**config.mk**
```make
export PLATFORM = sky130hd
export DESIGN_NAME = coh_line_ctrl
export DESIGN_NICKNAME = d
export VERILOG_FILES = /design/src/rtl/coh_line_pkg.sv /design/src/rtl/coh_line_next.sv /design/src/rtl/coh_msg_slot.sv /design/src/rtl/coh_line_ctrl.sv
export SDC_FILE = /design/constraint.sdc
export NUM_CORES = 1
export LEC_CHECK = 0
export BUFFER_PORTS_ARGS = -buffer_cell sky130_fd_sc_hd__clkbuf_2
export CAP_MARGIN = 20
export CORE_ASPECT_RATIO = 0.8
export CORE_MARGIN = 1
export CORE_UTILIZATION = 42
export CTS_CLUSTER_SIZE = 28
export DETAILED_ROUTE_END_ITERATION = 7
export SLEW_MARGIN = 20
export SYNTH_ARGS = -nofsm -noshare
export SYNTH_HDL_FRONTEND = slang
export SYNTH_SLANG_ARGS = --single-unit
```
**constraint.sdc**
```tcl
create_clock -name clk -period 2.85 [get_ports clk]
set_input_delay 0.285 -clock clk [delete_from_list [all_inputs] [get_ports clk]]
set_output_delay 0.285 -clock clk [all_outputs]
set_load 0.1 [all_outputs]
```
**src/rtl/coh_line_pkg.sv**
```systemverilog
package coh_line_pkg;

    typedef enum logic [3:0] {
        ST_I    = 4'd0,
        ST_S    = 4'd1,
        ST_O    = 4'd2,
        ST_M    = 4'd3,
        ST_IS   = 4'd4,
        ST_ISI  = 4'd5,
        ST_IM   = 4'd6,
        ST_IMI  = 4'd7,
        ST_IMO  = 4'd8,
        ST_IMOI = 4'd9,
        ST_OI   = 4'd10,
        ST_MI   = 4'd11,
        ST_OM   = 4'd12
    } line_st_e;

    // incoming network codes
    localparam logic [2:0] IN_INV   = 3'd0;
    localparam logic [2:0] IN_FGETS = 3'd1;
    localparam logic [2:0] IN_FGETM = 3'd2;
    localparam logic [2:0] IN_PACK  = 3'd3;
    localparam logic [2:0] IN_DATA  = 3'd4;

    // outgoing network codes
    localparam logic [2:0] OUT_GETS = 3'd0;
    localparam logic [2:0] OUT_GETM = 3'd1;
    localparam logic [2:0] OUT_PUTM = 3'd2;
    localparam logic [2:0] OUT_ACK  = 3'd3;
    localparam logic [2:0] OUT_DATA = 3'd4;

    // processor ops
    localparam logic [1:0] OP_RD   = 2'd0;
    localparam logic [1:0] OP_WR   = 2'd1;
    localparam logic [1:0] OP_REPL = 2'd2;

    function automatic logic st_is_transient(input line_st_e s);
        return (s >= ST_IS);
    endfunction

endpackage

```
**src/rtl/coh_line_next.sv**
```systemverilog
module coh_line_next
    import coh_line_pkg::*;
#(
    parameter int DATA_W = 8
) (
    input  line_st_e          cur_st,
    input  logic [DATA_W-1:0] cur_data,
    input  logic [DATA_W-1:0] cur_pend,
    input  logic              net_go,
    input  logic [2:0]        net_type,
    input  logic [DATA_W-1:0] net_data,
    input  logic              cpu_go,
    input  logic [1:0]        cpu_op,
    input  logic [DATA_W-1:0] cpu_wdata,
    output line_st_e          nx_st,
    output logic [DATA_W-1:0] nx_data,
    output logic [DATA_W-1:0] nx_pend,
    output logic              nx_send,
    output logic [2:0]        nx_send_type,
    output logic [DATA_W-1:0] nx_send_data,
    output logic              nx_done,
    output logic              nx_bad
);

    always_comb begin
        nx_st        = cur_st;
        nx_data      = cur_data;
        nx_pend      = cur_pend;
        nx_send      = 1'b0;
        nx_send_type = OUT_ACK;
        nx_send_data = '0;
        nx_done      = 1'b0;
        nx_bad       = 1'b0;

        if (net_go) begin
            case (cur_st)
                ST_I: begin
                    if (net_type == IN_INV) begin
                        nx_send = 1'b1;
                        nx_send_type = OUT_ACK;
                    end else if (net_type != IN_PACK) begin
                        nx_bad = 1'b1;
                    end
                end
                ST_S: begin
                    if (net_type == IN_INV) begin
                        nx_send = 1'b1;
                        nx_send_type = OUT_ACK;
                        nx_st = ST_I;
                    end else begin
                        nx_bad = 1'b1;
                    end
                end
                ST_O, ST_M: begin
                    if (net_type == IN_FGETS) begin
                        nx_send = 1'b1;
                        nx_send_type = OUT_DATA;
                        nx_send_data = cur_data;
                        nx_st = ST_O;
                    end else if (net_type == IN_FGETM) begin
                        nx_send = 1'b1;
                        nx_send_type = OUT_DATA;
                        nx_send_data = cur_data;
                        nx_st = ST_I;
                    end else begin
                        nx_bad = 1'b1;
                    end
                end
                ST_IS, ST_ISI: begin
                    if (net_type == IN_INV && cur_st == ST_IS) begin
                        nx_send = 1'b1;
                        nx_send_type = OUT_ACK;
                        nx_st = ST_ISI;
                    end else if (net_type == IN_DATA) begin
                        nx_data = net_data;
                        nx_done = 1'b1;
                        nx_st = (cur_st == ST_IS) ? ST_S : ST_I;
                    end else begin
                        nx_bad = 1'b1;
                    end
                end
                ST_IM: begin
                    case (net_type)
                        IN_INV: begin
                            nx_send = 1'b1;
                            nx_send_type = OUT_ACK;
                        end
                        IN_FGETS: nx_st = ST_IMO;
                        IN_FGETM: nx_st = ST_IMI;
                        IN_DATA: begin
                            nx_data = cur_pend;
                            nx_done = 1'b1;
                            nx_st = ST_M;
                        end
                        default: nx_bad = 1'b1;
                    endcase
                end
                ST_IMO: begin
                    case (net_type)
                        IN_INV: begin
                            nx_send = 1'b1;
                            nx_send_type = OUT_ACK;
                            nx_st = ST_IMI;
                        end
                        IN_FGETM: nx_st = ST_IMOI;
                        IN_DATA: begin
                            nx_data = cur_pend;
                            nx_done = 1'b1;
                            nx_send = 1'b1;
                            nx_send_type = OUT_DATA;
                            nx_send_data = cur_pend;
                            nx_st = ST_O;
                        end
                        default: nx_bad = 1'b1;
                    endcase
                end
                ST_IMI, ST_IMOI: begin
                    if (net_type == IN_DATA) begin
                        nx_data = cur_pend;
                        nx_done = 1'b1;
                        nx_send = 1'b1;
                        nx_send_type = OUT_DATA;
                        nx_send_data = cur_pend;
                        nx_st = ST_I;
                    end else begin
                        nx_bad = 1'b1;
                    end
                end
                ST_OI, ST_MI: begin
                    case (net_type)
                        IN_FGETS: begin
                            nx_send = 1'b1;
                            nx_send_type = OUT_DATA;
                            nx_send_data = cur_data;
                        end
                        IN_FGETM: begin
                            nx_send = 1'b1;
                            nx_send_type = OUT_DATA;
                            nx_send_data = cur_data;
                            nx_st = ST_I;
                        end
                        IN_PACK: nx_st = ST_I;
                        default: nx_bad = 1'b1;
                    endcase
                end
                ST_OM: begin
                    case (net_type)
                        IN_FGETS: begin
                            nx_send = 1'b1;
                            nx_send_type = OUT_DATA;
                            nx_send_data = cur_data;
                        end
                        IN_FGETM: begin
                            nx_send = 1'b1;
                            nx_send_type = OUT_DATA;
                            nx_send_data = cur_data;
                            nx_st = ST_IM;
                        end
                        IN_DATA: begin
                            nx_data = cur_pend;
                            nx_done = 1'b1;
                            nx_st = ST_M;
                        end
                        default: nx_bad = 1'b1;
                    endcase
                end
                default: nx_bad = 1'b1;
            endcase
        end else if (cpu_go) begin
            case (cur_st)
                ST_I: begin
                    case (cpu_op)
                        OP_RD: begin
                            nx_send = 1'b1;
                            nx_send_type = OUT_GETS;
                            nx_st = ST_IS;
                        end
                        OP_WR: begin
                            nx_pend = cpu_wdata;
                            nx_send = 1'b1;
                            nx_send_type = OUT_GETM;
                            nx_st = ST_IM;
                        end
                        default: nx_done = 1'b1;
                    endcase
                end
                ST_S: begin
                    case (cpu_op)
                        OP_WR: begin
                            nx_pend = cpu_wdata;
                            nx_send = 1'b1;
                            nx_send_type = OUT_GETM;
                            nx_st = ST_IM;
                        end
                        OP_REPL: begin
                            nx_done = 1'b1;
                            nx_st = ST_I;
                        end
                        default: nx_done = 1'b1;
                    endcase
                end
                ST_O, ST_M: begin
                    case (cpu_op)
                        OP_WR: begin
                            if (cur_st == ST_M) begin
                                nx_data = cpu_wdata;
                                nx_done = 1'b1;
                            end else begin
                                nx_pend = cpu_wdata;
                                nx_send = 1'b1;
                                nx_send_type = OUT_GETM;
                                nx_st = ST_OM;
                            end
                        end
                        OP_REPL: begin
                            nx_done = 1'b1;
                            nx_send = 1'b1;
                            nx_send_type = OUT_PUTM;
                            nx_send_data = cur_data;
                            nx_st = (cur_st == ST_M) ? ST_MI : ST_OI;
                        end
                        default: nx_done = 1'b1;
                    endcase
                end
                default: ;
            endcase
        end
    end

endmodule

```
**src/rtl/coh_msg_slot.sv**
```systemverilog
module coh_msg_slot #(
    parameter int DATA_W = 8
) (
    input  logic              clk,
    input  logic              rst_n,
    input  logic              push,
    input  logic [2:0]        push_type,
    input  logic [DATA_W-1:0] push_data,
    input  logic              out_ready,
    output logic              out_valid,
    output logic [2:0]        out_type,
    output logic [DATA_W-1:0] out_data,
    output logic              slot_free
);

    typedef struct packed {
        logic              vld;
        logic [2:0]        kind;
        logic [DATA_W-1:0] pay;
    } slot_t;

    slot_t slot_d, slot_q;

    assign slot_free = !slot_q.vld || out_ready;
    assign out_valid = slot_q.vld;
    assign out_type  = slot_q.kind;
    assign out_data  = slot_q.pay;

    always_comb begin
        slot_d = slot_q;
        if (slot_q.vld && out_ready) begin
            slot_d.vld = 1'b0;
        end
        if (push) begin
            slot_d.vld  = 1'b1;
            slot_d.kind = push_type;
            slot_d.pay  = push_data;
        end
    end

    always_ff @(posedge clk or negedge rst_n) begin
        if (!rst_n) begin
            slot_q <= '0;
        end else begin
            slot_q <= slot_d;
        end
    end

    // a waiting message keeps its contents
    p_out_hold_r12: assert property (@(posedge clk) disable iff (!rst_n)
        (out_valid && !out_ready) |=> (out_valid && $stable(out_type) && $stable(out_data)));

    // nothing is pushed into an occupied slot
    p_push_free_r12: assert property (@(posedge clk) disable iff (!rst_n)
        push |-> slot_free);

endmodule

```
**src/rtl/coh_line_ctrl.sv**
```systemverilog
module coh_line_ctrl
    import coh_line_pkg::*;
#(
    parameter int DATA_W = 8
) (
    input  logic              clk,
    input  logic              rst_n,
    input  logic              cpu_valid,
    input  logic [1:0]        cpu_op,
    input  logic [DATA_W-1:0] cpu_wdata,
    output logic              cpu_stall,
    output logic              cpu_done,
    output logic [DATA_W-1:0] cpu_rdata,
    input  logic              in_valid,
    output logic              in_ready,
    input  logic [2:0]        in_type,
    input  logic [DATA_W-1:0] in_data,
    output logic              out_valid,
    input  logic              out_ready,
    output logic [2:0]        out_type,
    output logic [DATA_W-1:0] out_data,
    output logic [3:0]        line_state,
    output logic              proto_err
);

    typedef struct packed {
        line_st_e          st;
        logic [DATA_W-1:0] data;
        logic [DATA_W-1:0] pend;
        logic              done;
        logic [DATA_W-1:0] rdata;
        logic              err;
    } regs_t;

    regs_t regs_d, regs_q;

    logic              slot_free;
    logic              net_go;
    logic              cpu_go;
    line_st_e          nx_st;
    logic [DATA_W-1:0] nx_data;
    logic [DATA_W-1:0] nx_pend;
    logic              nx_send;
    logic [2:0]        nx_send_type;
    logic [DATA_W-1:0] nx_send_data;
    logic              nx_done;
    logic              nx_bad;

    assign in_ready  = slot_free;
    assign net_go    = in_valid && slot_free;
    assign cpu_stall = st_is_transient(regs_q.st) || in_valid || !slot_free;
    assign cpu_go    = cpu_valid && !cpu_stall;

    coh_line_next #(.DATA_W(DATA_W)) u_next (
        .cur_st       (regs_q.st),
        .cur_data     (regs_q.data),
        .cur_pend     (regs_q.pend),
        .net_go       (net_go),
        .net_type     (in_type),
        .net_data     (in_data),
        .cpu_go       (cpu_go),
        .cpu_op       (cpu_op),
        .cpu_wdata    (cpu_wdata),
        .nx_st        (nx_st),
        .nx_data      (nx_data),
        .nx_pend      (nx_pend),
        .nx_send      (nx_send),
        .nx_send_type (nx_send_type),
        .nx_send_data (nx_send_data),
        .nx_done      (nx_done),
        .nx_bad       (nx_bad)
    );

    coh_msg_slot #(.DATA_W(DATA_W)) u_slot (
        .clk       (clk),
        .rst_n     (rst_n),
        .push      (nx_send),
        .push_type (nx_send_type),
        .push_data (nx_send_data),
        .out_ready (out_ready),
        .out_valid (out_valid),
        .out_type  (out_type),
        .out_data  (out_data),
        .slot_free (slot_free)
    );

    always_comb begin
        regs_d      = regs_q;
        regs_d.st   = nx_st;
        regs_d.data = nx_data;
        regs_d.pend = nx_pend;
        regs_d.done = nx_done;
        if (nx_done) begin
            regs_d.rdata = nx_data;
        end
        regs_d.err  = regs_q.err || (net_go && nx_bad);
    end

    always_ff @(posedge clk or negedge rst_n) begin
        if (!rst_n) begin
            regs_q <= '{st: ST_I, default: '0};
        end else begin
            regs_q <= regs_d;
        end
    end

    assign cpu_done   = regs_q.done;
    assign cpu_rdata  = regs_q.rdata;
    assign line_state = regs_q.st;
    assign proto_err  = regs_q.err;

    // entering IS from I always leaves a GetS in the slot
    p_gets_on_miss_r2: assert property (@(posedge clk) disable iff (!rst_n)
        (regs_q.st == ST_IS && $past(regs_q.st) == ST_I) |-> (out_valid && out_type == OUT_GETS));

    // an undefined message leaves the state alone
    p_bad_keeps_state_r11: assert property (@(posedge clk) disable iff (!rst_n)
        (net_go && nx_bad) |=> $stable(regs_q.st));

    // error flag is sticky
    p_err_sticky_r11: assert property (@(posedge clk) disable iff (!rst_n)
        proto_err |=> proto_err);

    // incoming port is closed only while a message waits
    p_in_closed_r12: assert property (@(posedge clk) disable iff (!rst_n)
        !in_ready |-> out_valid);

endmodule

```
==> reports/qor.csv <==
stage,metric,value,unit
synthesis,gate count after technology mapping,299,
global_routing,gr ovfl total,0,
clock_tree,htree depth,2,
synthesis,top-area cell type share of the netlist area,34.6,%
placed_design,Port-buffer cells,53,
synthesis,syn avg cell area,10.1,um^2
sta,# setup viols final,0,
worst_setup_path,CP max FO,20,
route,Detail Route Antenna Nets,0,
synthesis,largest cells by area after synthesis,"dfrtp_1 35%, mux2_2 5.6%, a22o_1 4.6%, mux2_4 4.5%, buf_4 3.7%",
sta,setup tns final,0,ns
sta,fin crit share,89.6,%
layout,fin cells,428,
clock_tree,# hold bufs at CTS,0,
synthesis,yosys warns,0,
synthesis,synth cell count leaders,"42 x dfrtp_1, 25 x nand2_1, 16 x a22o_1, 16 x nor2_1",
clock_tree,Post-CTS Resized,0,
clock_tree,Post-CTS Setup Bufs,0,
sta,max_slew headroom,51.7,%
layout,area delta synth->final,11.4,%
pwr,static leakage,0.00144,uW
die,number of primary I/O pins,54,
synthesis,"Net Count, Synth",329,
sta,minimum clock period,2.55,ns
sta,count of pins over their slew limit,0,
die,die width,97.0,um
clock_tree,TritonCTS clock tree,yes,
synthesis,leading area contributor after synthesis,dfrtp_1,
synthesis,predominant post-synthesis flop cell,dfrtp_1,
clock_tree,clock latency on the worst-skew pair,0.30,ns
layout,Multi-input gate area,1730,um^2
synthesis,sequential fraction of the synthesis area,34.6,%
clock_tree,# clock sinks,42,
route,Pre-antenna DRT Iters,5,
die,row count,27,
synthesis,Synth cell types,66,
global_routing,initial antenna violation count,0,
synthesis,Synth Cell Area,3030,um^2
worst_setup_path,Critical Path Start Type,flop,
pwr,worst ir drop on vdd,0.000493,V
layout,# fillers,641,
worst_setup_path,max incr delay on CP,0.78,ns
route,total number of vias,2523,
layout,fin nets,370,
die,Die Ht,78.0,um
die,Core ar.,6930,um^2
placed_design,detailed placement HPWL,5540,um
worst_setup_path,Worst Setup SP,line_state[2],
worst_setup_path,reg2reg start,line_state[2],
synthesis,Post-synth EDFFs,0,
synthesis,ys async rst share,100,%
clock_tree,CTS max path bufs,2,
placed_design,Final GP Congestion,0.970,
route,DR DRC count,0,
status,status,finished clean,
clock_tree,Worst-path clk slew,0.09,ns
synthesis,most common cell in the netlist,dfrtp_1,
sta,FMAX,392,MHz
sta,unrepaired setup endpoints after global routing,false,
worst_setup_path,Setup crit end kind,flop,
global_routing,vias in the first global route,2485,
route,final wirelength,7630,um
die,Initial Utilization,43.8,%
layout,Final Util,48.8,%
route,DRC marker count from the first detailed-route iteration,151,
sta,Worst Clk Skew,0.00804,ns
worst_setup_path,Critical Path AT,2.74,ns
sta,Worst-Margin Slew,0.725,ns
global_routing,total track usage,21.2,%
worst_setup_path,worst path cell trace,"and3b_4, a21o_1, nor2_1, o32a_1, inv_2, mux2_2",
global_routing,largest net degree at the start of global routing,26,
global_routing,first-pass GRT wire length,12700,um
worst_hold_path,Hold Path Class,input pin to async pin,
worst_setup_path,CP Data Required Time,3.04,ns
flow_run,Max-Cap Viols,0,
pwr,Power Density,1090,nW/um^2
clock_tree,CTS Buf Count,5,
worst_setup_path,Setup CP Type,flop to flop,
die,full die area,7570,um^2
synthesis,"flops & latches, synth",42,
clock_tree,Root Buffer,clkbuf_8,
route,WL per Instance,17.8,um
sta,Final Hold Vio Count,0,
placed_design,placed instance count,420,
route,vias per std cell,5.89,
worst_setup_path,Crit-path slowest cell,dfrtp_1,
layout,antenna diode count,0,
layout,ratio of cells with drive above 1 in the final layout,38.7,%
worst_setup_path,register-to-register setup slack,0.30,ns
layout,register area,1050,um^2
[area by class of cell]
| class | count | share of cell area [%] |
|---|---|---|
| Clock inverter | 2 | 0.370 |
| Multi-Input combinational cell | 215 | 51.1 |
| Inverter | 11 | 1.22 |
| Tap cell | 87 | 3.22 |
| Sequential cell | 42 | 31.1 |
| Clock buffer | 6 | 2.44 |
| Timing Repair Buffer | 65 | 10.5 |
[cell families after synthesis]
| family | synth area share (%) |
|---|---|
| fa+ha+maj | 1.65 |
| mux | 13.2 |
| compound gates | 26.4 |
| xor+xnor | 0.577 |
| flops | 34.6 |
| simple gates | 15.2 |
| buf+inv | 8.37 |
[per-layer routing]
layer  up-vias  global-route usage, %  wire [um]
li1       1194                      -          -
met2       102                   31.2       3220
met1      1218                   31.4       3820
met3         9                   4.72        529
met4         0                   5.67         61
met5         -                      0          0
[power by group]
group          switching, uW  leakage [uW]  internal [uW]
registers                268      0.000521            797
clock network            222     0.0000472            195
logic                   1520      0.000868            677
[sequential cells by signal, summed over array words and instances, names as in the netlist]
name              cells
regs_q               16
cpu_done              1
proto_err             1
u_slot.out_data       8
u_slot.out_valid      1
cpu_rdata             8
line_state            4
u_slot.out_type       3
[critical path, delay by kind of cell (launching register included)]
| family | cells | cell delay, ns |
|---|---|---|
| AOI/OAI and AO/OA | 2 | 0.67 |
| buffers and inverters | 1 | 0.19 |
| DFF | 1 | 0.78 |
| muxes | 1 | 0.37 |
| and+or+nand+nor | 2 | 0.43 |
[path summary, 6_finish.rpt]
kind                                         end  cells after the start
worst max-delay path                cpu_rdata[7]                      6
worst min-delay path            u_slot.out_valid                      1
worst max register to register      cpu_rdata[7]                      6
worst min register to register         proto_err                      1
max in group asynchronous             regs_q[25]                      2
min in group clk                      regs_q[25]                      3
[metrics by stage]
stage	power (uW)	cell area [um^2]	setup WS (ns)	hold slack, ns
finish	3680	3380	0.297	0.0125
CTS	3690	3380	0.274	0.0278
floorplan	2980	3030	0.0808	-0.0106
global placement	3260	3290	0.377	0.349
global route	3880	3380	0.165	0.0555
detailed placement	3270	3290	0.280	0.356
[layout by cell type (no fill, tap or decap), types with 4 or more instances in the layout]
cell type / n
nor2_1: 16
mux2i_1: 5
o211ai_1: 4
o221ai_2: 5
mux2_2: 15
ha_1: 4
buf_4: 12
a21oi_1: 10
mux2_1: 4
a22oi_2: 7
dfrtp_1: 42
nand2_1: 25
nor3_1: 5
nor2b_1: 4
mux2_4: 9
clkbuf_8: 6
nand2b_1: 6
a22o_1: 16
a31oi_1: 6
inv_1: 9
clkbuf_2: 53
o21ai_0: 10
No activity file was read; power rests on OpenSTA's default activity.
